`config.mk`:
```
export PLATFORM = sky130hd
export DESIGN_NAME = fir2_unfolded_top
export DESIGN_NICKNAME = d
export VERILOG_FILES = /design/src/rtl/fir2_pkg.sv /design/src/rtl/fir2_tick_gen.sv /design/src/rtl/fir2_s2p.sv /design/src/rtl/fir2_unfolded_core.sv /design/src/rtl/fir2_unfolded_top.sv
export SDC_FILE = /design/constraint.sdc
export NUM_CORES = 1
export LEC_CHECK = 0
export ABC_AREA = 0
export ABC_CLOCK_PERIOD_IN_PS = 6750
export BUFFER_PORTS_ARGS = -buffer_cell sky130_fd_sc_hd__buf_4
export CORE_MARGIN = 3
export CORE_UTILIZATION = 56
export CTS_BUF_LIST = sky130_fd_sc_hd__clkbuf_4 sky130_fd_sc_hd__clkbuf_8
export DETAILED_ROUTE_END_ITERATION = 7
export GPL_TIMING_DRIVEN = 0
export PLACE_DENSITY = 0.76
export SLEW_MARGIN = 20
export SYNTH_ARGS = -nofsm -noshare
export SYNTH_HDL_FRONTEND = slang
export SYNTH_SLANG_ARGS = --single-unit
```
`constraint.sdc`:
```
create_clock -name clk -period 6.75 [get_ports clk]
set_input_delay 0.675 -clock clk [delete_from_list [all_inputs] [get_ports clk]]
set_output_delay 0.675 -clock clk [all_outputs]
set_load 0.1 [all_outputs]
```
`src/rtl/fir2_pkg.sv`:
```
package fir2_pkg;
    typedef enum logic {
        COLLECT_EVEN = 1'b0,
        COLLECT_ODD  = 1'b1
    } pair_state_t;
endpackage

```
`src/rtl/fir2_tick_gen.sv`:
```
module fir2_tick_gen #(
    parameter int FAST_DIV = 42
) (
    input  logic clk,
    input  logic rst_n,
    output logic slot_ce,
    output logic pair_ce
);
    localparam int DW = (FAST_DIV > 2) ? $clog2(FAST_DIV) : 1;
    localparam logic [DW-1:0] LAST = DW'(FAST_DIV - 1);

    logic [DW-1:0] cnt;
    logic          odd_slot;

    always_ff @(posedge clk) begin
        if (!rst_n) begin
            cnt      <= '0;
            odd_slot <= 1'b0;
            slot_ce  <= 1'b0;
            pair_ce  <= 1'b0;
        end else begin
            slot_ce <= (cnt == LAST);
            pair_ce <= (cnt == LAST) && odd_slot;
            if (cnt == LAST) begin
                cnt      <= '0;
                odd_slot <= ~odd_slot;
            end else begin
                cnt <= cnt + 1'b1;
            end
        end
    end

    // the slot enable is never two cycles wide
    p_slot_isolated_r1: assert property (@(posedge clk) disable iff (!rst_n)
        slot_ce |=> !slot_ce);
endmodule

```
`src/rtl/fir2_s2p.sv`:
```
module fir2_s2p
    import fir2_pkg::*;
#(
    parameter int SAMPLE_W = 8
) (
    input  logic                       clk,
    input  logic                       rst_n,
    input  logic                       slot_ce,
    input  logic                       pair_ce,
    input  logic signed [SAMPLE_W-1:0] din,
    output logic signed [SAMPLE_W-1:0] pair_even,
    output logic signed [SAMPLE_W-1:0] pair_odd,
    output logic                       pair_ready
);
    pair_state_t state, state_nx;
    logic signed [SAMPLE_W-1:0] hold_even;

    always_comb begin
        state_nx = state;
        unique case (state)
            COLLECT_EVEN: if (slot_ce) state_nx = COLLECT_ODD;
            COLLECT_ODD:  if (slot_ce) state_nx = COLLECT_EVEN;
        endcase
    end

    always_ff @(posedge clk) begin
        if (!rst_n) state <= COLLECT_EVEN;
        else        state <= state_nx;
    end

    always_ff @(posedge clk) begin
        if (!rst_n) begin
            hold_even  <= '0;
            pair_even  <= '0;
            pair_odd   <= '0;
            pair_ready <= 1'b0;
        end else begin
            pair_ready <= pair_ce;
            if (slot_ce && state == COLLECT_EVEN) hold_even <= din;
            if (pair_ce) begin
                pair_even <= hold_even;
                pair_odd  <= din;
            end
        end
    end

    // the pair enable from the tick generator lands only on the odd slot
    p_pair_phase_r3: assert property (@(posedge clk) disable iff (!rst_n)
        pair_ce |-> (slot_ce && state == COLLECT_ODD));
    // a completed pair is handed on in the following cycle
    p_ready_follows_r7: assert property (@(posedge clk) disable iff (!rst_n)
        pair_ce |=> pair_ready);
endmodule

```
`src/rtl/fir2_unfolded_core.sv`:
```
module fir2_unfolded_core #(
    parameter int SAMPLE_W = 8,
    parameter int COEF_W   = 8,
    parameter int NTAPS    = 4,
    parameter logic [NTAPS*COEF_W-1:0] COEFS = '0,
    parameter int OUT_W    = 16,
    parameter int SHIFT    = 4
) (
    input  logic                       clk,
    input  logic                       rst_n,
    input  logic                       pair_ready,
    input  logic signed [SAMPLE_W-1:0] pair_even,
    input  logic signed [SAMPLE_W-1:0] pair_odd,
    output logic signed [OUT_W-1:0]    y_even,
    output logic signed [OUT_W-1:0]    y_odd,
    output logic                       y_valid
);
    localparam int PW = SAMPLE_W + COEF_W;
    localparam int FW = PW + $clog2(NTAPS) + 1;

    logic signed [FW-1:0] p0 [NTAPS];
    logic signed [FW-1:0] p1 [NTAPS];
    logic signed [FW-1:0] s0 [NTAPS];
    logic signed [FW-1:0] s1 [NTAPS];
    logic signed [FW-1:0] dly [NTAPS-1];
    logic signed [FW-1:0] sh0, sh1;

    for (genvar k = 0; k < NTAPS; k++) begin : g_tap
        logic signed [COEF_W-1:0] h;
        logic signed [PW-1:0]     m0, m1;
        assign h  = COEFS[k*COEF_W +: COEF_W];
        assign m0 = h * pair_even;
        assign m1 = h * pair_odd;
        assign p0[k] = {{(FW-PW){m0[PW-1]}}, m0};
        assign p1[k] = {{(FW-PW){m1[PW-1]}}, m1};
        if (k == NTAPS - 1) begin : g_end
            assign s0[k] = p0[k];
            assign s1[k] = p1[k];
        end else begin : g_mid
            // even copy: registered edge from the odd copy one node down
            assign s0[k] = p0[k] + dly[k];
            // odd copy: unregistered edge from the even copy one node down
            assign s1[k] = p1[k] + s0[k+1];
        end
    end

    assign sh0 = s0[0] >>> SHIFT;
    assign sh1 = s1[0] >>> SHIFT;

    always_ff @(posedge clk) begin
        if (!rst_n) begin
            for (int k = 0; k < NTAPS - 1; k++) dly[k] <= '0;
            y_even  <= '0;
            y_odd   <= '0;
            y_valid <= 1'b0;
        end else begin
            y_valid <= pair_ready;
            if (pair_ready) begin
                for (int k = 0; k < NTAPS - 1; k++) dly[k] <= s1[k+1];
                y_even <= sh0[OUT_W-1:0];
                y_odd  <= sh1[OUT_W-1:0];
            end
        end
    end

    // outputs move only together with the valid strobe
    p_out_hold_r8: assert property (@(posedge clk) disable iff (!rst_n)
        (y_even != $past(y_even) || y_odd != $past(y_odd)) |-> y_valid);
endmodule

```
`src/rtl/fir2_unfolded_top.sv`:
```
module fir2_unfolded_top #(
    parameter int SAMPLE_W = 8,
    parameter int COEF_W   = 8,
    parameter int NTAPS    = 4,
    parameter logic [NTAPS*COEF_W-1:0] COEFS = {8'sd18, 8'sd45, 8'sd37, 8'sd12},
    parameter int OUT_W    = 16,
    parameter int SHIFT    = 4,
    parameter int FAST_DIV = 42
) (
    input  logic                       clk,
    input  logic                       rst_n,
    input  logic signed [SAMPLE_W-1:0] sample_in,
    output logic                       slot_tick,
    output logic signed [OUT_W-1:0]    y_even,
    output logic signed [OUT_W-1:0]    y_odd,
    output logic                       y_valid
);
    logic pair_ce;
    logic pair_ready;
    logic signed [SAMPLE_W-1:0] pair_even, pair_odd;

    fir2_tick_gen #(.FAST_DIV(FAST_DIV)) u_tick (
        .clk     (clk),
        .rst_n   (rst_n),
        .slot_ce (slot_tick),
        .pair_ce (pair_ce)
    );

    fir2_s2p #(.SAMPLE_W(SAMPLE_W)) u_s2p (
        .clk        (clk),
        .rst_n      (rst_n),
        .slot_ce    (slot_tick),
        .pair_ce    (pair_ce),
        .din        (sample_in),
        .pair_even  (pair_even),
        .pair_odd   (pair_odd),
        .pair_ready (pair_ready)
    );

    fir2_unfolded_core #(
        .SAMPLE_W (SAMPLE_W),
        .COEF_W   (COEF_W),
        .NTAPS    (NTAPS),
        .COEFS    (COEFS),
        .OUT_W    (OUT_W),
        .SHIFT    (SHIFT)
    ) u_core (
        .clk        (clk),
        .rst_n      (rst_n),
        .pair_ready (pair_ready),
        .pair_even  (pair_even),
        .pair_odd   (pair_odd),
        .y_even     (y_even),
        .y_odd      (y_odd),
        .y_valid    (y_valid)
    );

    // every pair handed to the core produces a valid strobe one cycle later
    p_valid_latency_r7: assert property (@(posedge clk) disable iff (!rst_n)
        pair_ready |=> y_valid);
endmodule

```
==> flow_metrics.tcl <==
set metrics [dict create \
    status "complete, no violations" \
    layout.nets 1657 \
    postSynthAreaPerCell_um2 9.72 \
    io_pins 44 \
    whs_ps 455 \
    max_freq_ghz 0.160 \
    setup_viol 0 \
    r2r-start "u_s2p.pair_odd[3]" \
    antenna_found_initial 0 \
    hold_path_depth 2 \
    r2r_setup_slack_ps 490 \
    synth_nets 1602 \
    cts_setup_buffers 0 \
    fp.coreArea_um2 21300 \
    ctsResizeCount 0 \
    grt_max_degree 29 \
    die_area_um2 23700 \
    drive_gt1_share_pct 6.52 \
    startpoint_type "flop" \
    drtIter0Drc 565 \
    grtUsageTotal_pct 22.8 \
    critPathKind "reg -> reg" \
    synth-simple-area-share_pct 9.01 \
    synth_fa_ha_area_share_pct 41.0 \
    synth-edff-count 45 \
    start_util_pct 57.5 \
    period_share_pct 92.8 \
    ys_top_cells_by_count "inv_1, ha_1, fa_1" \
    antenna_cells 0 \
    final_cells 1595 \
    synth_most_common_cell "inv_1" \
    num_rows 53 \
    postSynth.asyncResetShare_pct 0 \
    irDropWorstVdd_mv 0.0854 \
    hold_class "reg -> reg" \
    area_delta_synth_final_pct 7.57 \
    min_from "u_core.y_even[12]" \
    final_hold_viol_count 0 \
    grt_pass1_vias 8723 \
    via_count 8765 \
    synthTopCellsByArea "ha_1, fa_1, edfxtp_1" \
    worst_slew_pin_slew_ps 962 \
    finClkSkew_ps 16.9 \
    timing.rr.end "u_core.y_odd[13]" \
    ant_nets 0 \
    power.leakage_nw 6.77 \
    synth_top_family_by_area "adder cells" \
    syn_inst 1260 \
    cts_tree "built" \
    dpl.hpwl_um 20200 \
    io_buffers 43 \
    seq_area_frac_synth_pct 21.8 \
    reg2reg_depth 23 \
    fin_setup_tns_ps 0 \
    rsz0062_at_grt "false" \
    netlist_area_um2 12200 \
    cts_buffers 9 \
    synth_top_area_share_pct 22.3 \
    slew_violations 0 \
    htree_levels 3 \
    fp.dieH_um 154 \
    grt_pass1_wl_um 43600 \
    worstPathMaxFanout 12 \
    synth_ff_type "dfxtp_1" \
    period_needed_ps 6260 \
    first_pass_iters 4 \
    synth-compound-area-share_pct 10.1 \
    power.density_nw_per_um2 96.8 \
    synthXorXnorAreaFrac_pct 6.98 \
    wl_per_cell_um 16.4 \
    slew_headroom_pct 35.8 \
    die_x_um 154 \
    synth_warnings 0 \
    routed_wl_um 26100 \
    worst_ep_arrival_time_ps 6630 \
    drc 0 \
    ys_types 68 \
    placedCellCount 1579 \
    synthMuxAreaShare_pct 2.81 \
    cts-root-buf "clkbuf_8" \
    holdPathEnd "u_core.y_even[12]" \
    gp_congestion 0.881 \
    cts.hold.buffers_added 0 \
    synth_area_leader_cell "ha_1" \
    end_kind "flop" \
    cts.path.max_buffers 2 \
    critPathRequiredTime_ps 7120 \
    ys_ff_latch 111 \
    grt_overflow_total 0 \
    avgViaCountPerCell 5.50 \
    clk_transition_reported_paths_ps 120 \
    drv_cap 0 \
    clock_latency_ps 410 \
    cts_sinks 111 \
]
[report_power, final]
group	internal, W	switching, W	total (W)
Combinational	0.0000375	0.0000605	0.0000981
Sequential	0.000708	0.00000665	0.000714
Clock	0.000184	0.000279	0.000463
[critical path: stages, from the launching register on]
cell and delay [ps]:
dfxtp_1 740, ha_1 420, xor2_1 190, ha_1 200
a21o_1 180, a21oi_1 160, a21oi_1 60, a21oi_1 240
o31ai_1 170, xnor2_1 220, fa_1 480, ha_1 340
fa_1 490, inv_1 50, fa_1 530, inv_1 40
ha_1 340, a21o_1 210, a21oi_1 140, o32ai_1 130
nor3b_4 270, o21ai_1 140, a2111o_1 410, nand3_1 60
[final cells by class]
class / count / area [um^2]
multi-input cells: 881 / 8570
plain buffers: 21 / 88.8
fillers: 1783 / 8110
clock inverters: 7 / 105
repair buffers: 44 / 343
flip-flops and latches: 111 / 2670
clock buffers: 9 / 124
inverters: 247 / 927
well taps: 275 / 344
[flip-flops by register name, indices dropped and copies added (netlist names)]
signal,flops
u_core.y_valid,1
u_s2p.state,1
u_core.dly,45
u_core.y_even,15
u_s2p.hold_even,8
u_tick.odd_slot,1
u_s2p.pair_ready,1
u_tick.slot_ce,1
u_core.y_odd,15
u_s2p.pair_odd,8
u_s2p.pair_even,8
u_tick.pair_ce,1
u_tick.cnt,6
[kinds of logic after synthesis]
kind of cell | count (synthesis)
adders and majority gates | 333
buffers and inverters | 268
and+or+nand+nor | 231
AOI/OAI and AO/OA | 187
DFF | 111
xor gates and xnor gates | 96
muxes | 34
[layout by cell type (no fill, tap or decap), drive strengths merged, types with 5 or more instances in the layout]
| cell | n |
|---|---|
| fa | 114 |
| ha | 218 |
| xor2 | 42 |
| a21oi | 49 |
| o21bai | 5 |
| mux2i | 31 |
| o21a | 6 |
| clkinv | 7 |
| nor2 | 105 |
| nand2 | 35 |
| nor3 | 10 |
| edfxtp | 45 |
| nor2b | 13 |
| buf | 53 |
| o21ai | 42 |
| nand2b | 9 |
| inv | 246 |
| dfxtp | 66 |
| and3 | 19 |
| nand3 | 14 |
| xnor2 | 53 |
| a21o | 36 |
| clkbuf | 21 |
| a31oi | 9 |
| a211oi | 7 |
| o211ai | 5 |
[stage by stage]
stage	setup WS [ps]	util [%]	total power (W)	instance area [um^2]
after floorplan	1120	-	0.000797	12200
after detailed placement	453	60.8	0.000827	12900
after global routing	157	61.9	0.00132	13200
final	485	61.9	0.00127	13200
after global placement	346	60.7	0.000822	12900
after CTS	394	61.9	0.00129	13200
[worst max path at each step]
stage / slack (ps) / startpoint / cells after the start / end
2_1_floorplan: 1120 / u_s2p.pair_even[7] / 17 / u_core.dly[0][14]
3_3_place_gp: 350 / u_s2p.pair_even[7] / 18 / u_core.dly[0][18]
3_5_place_dp: 450 / u_s2p.pair_odd[3] / 23 / u_core.y_odd[14]
4_1_cts: 390 / u_s2p.pair_odd[3] / 23 / u_core.y_odd[14]
5_1_grt: 160 / u_s2p.pair_odd[3] / 23 / u_core.y_odd[14]
6_report: 490 / u_s2p.pair_odd[3] / 23 / u_core.y_odd[13]
[metal layers]
| metal | track usage, % | wire (um) | vias to the layer above |
|---|---|---|---|
| met5 | 0 | 0 | - |
| met4 | 8.45 | 872 | 0 |
| met3 | 2.45 | 857 | 42 |
| met2 | 37.9 | 12300 | 153 |
| met1 | 31.0 | 12100 | 4300 |
| li1 | - | - | 4270 |
No activity file was read; power rests on OpenSTA's default activity.
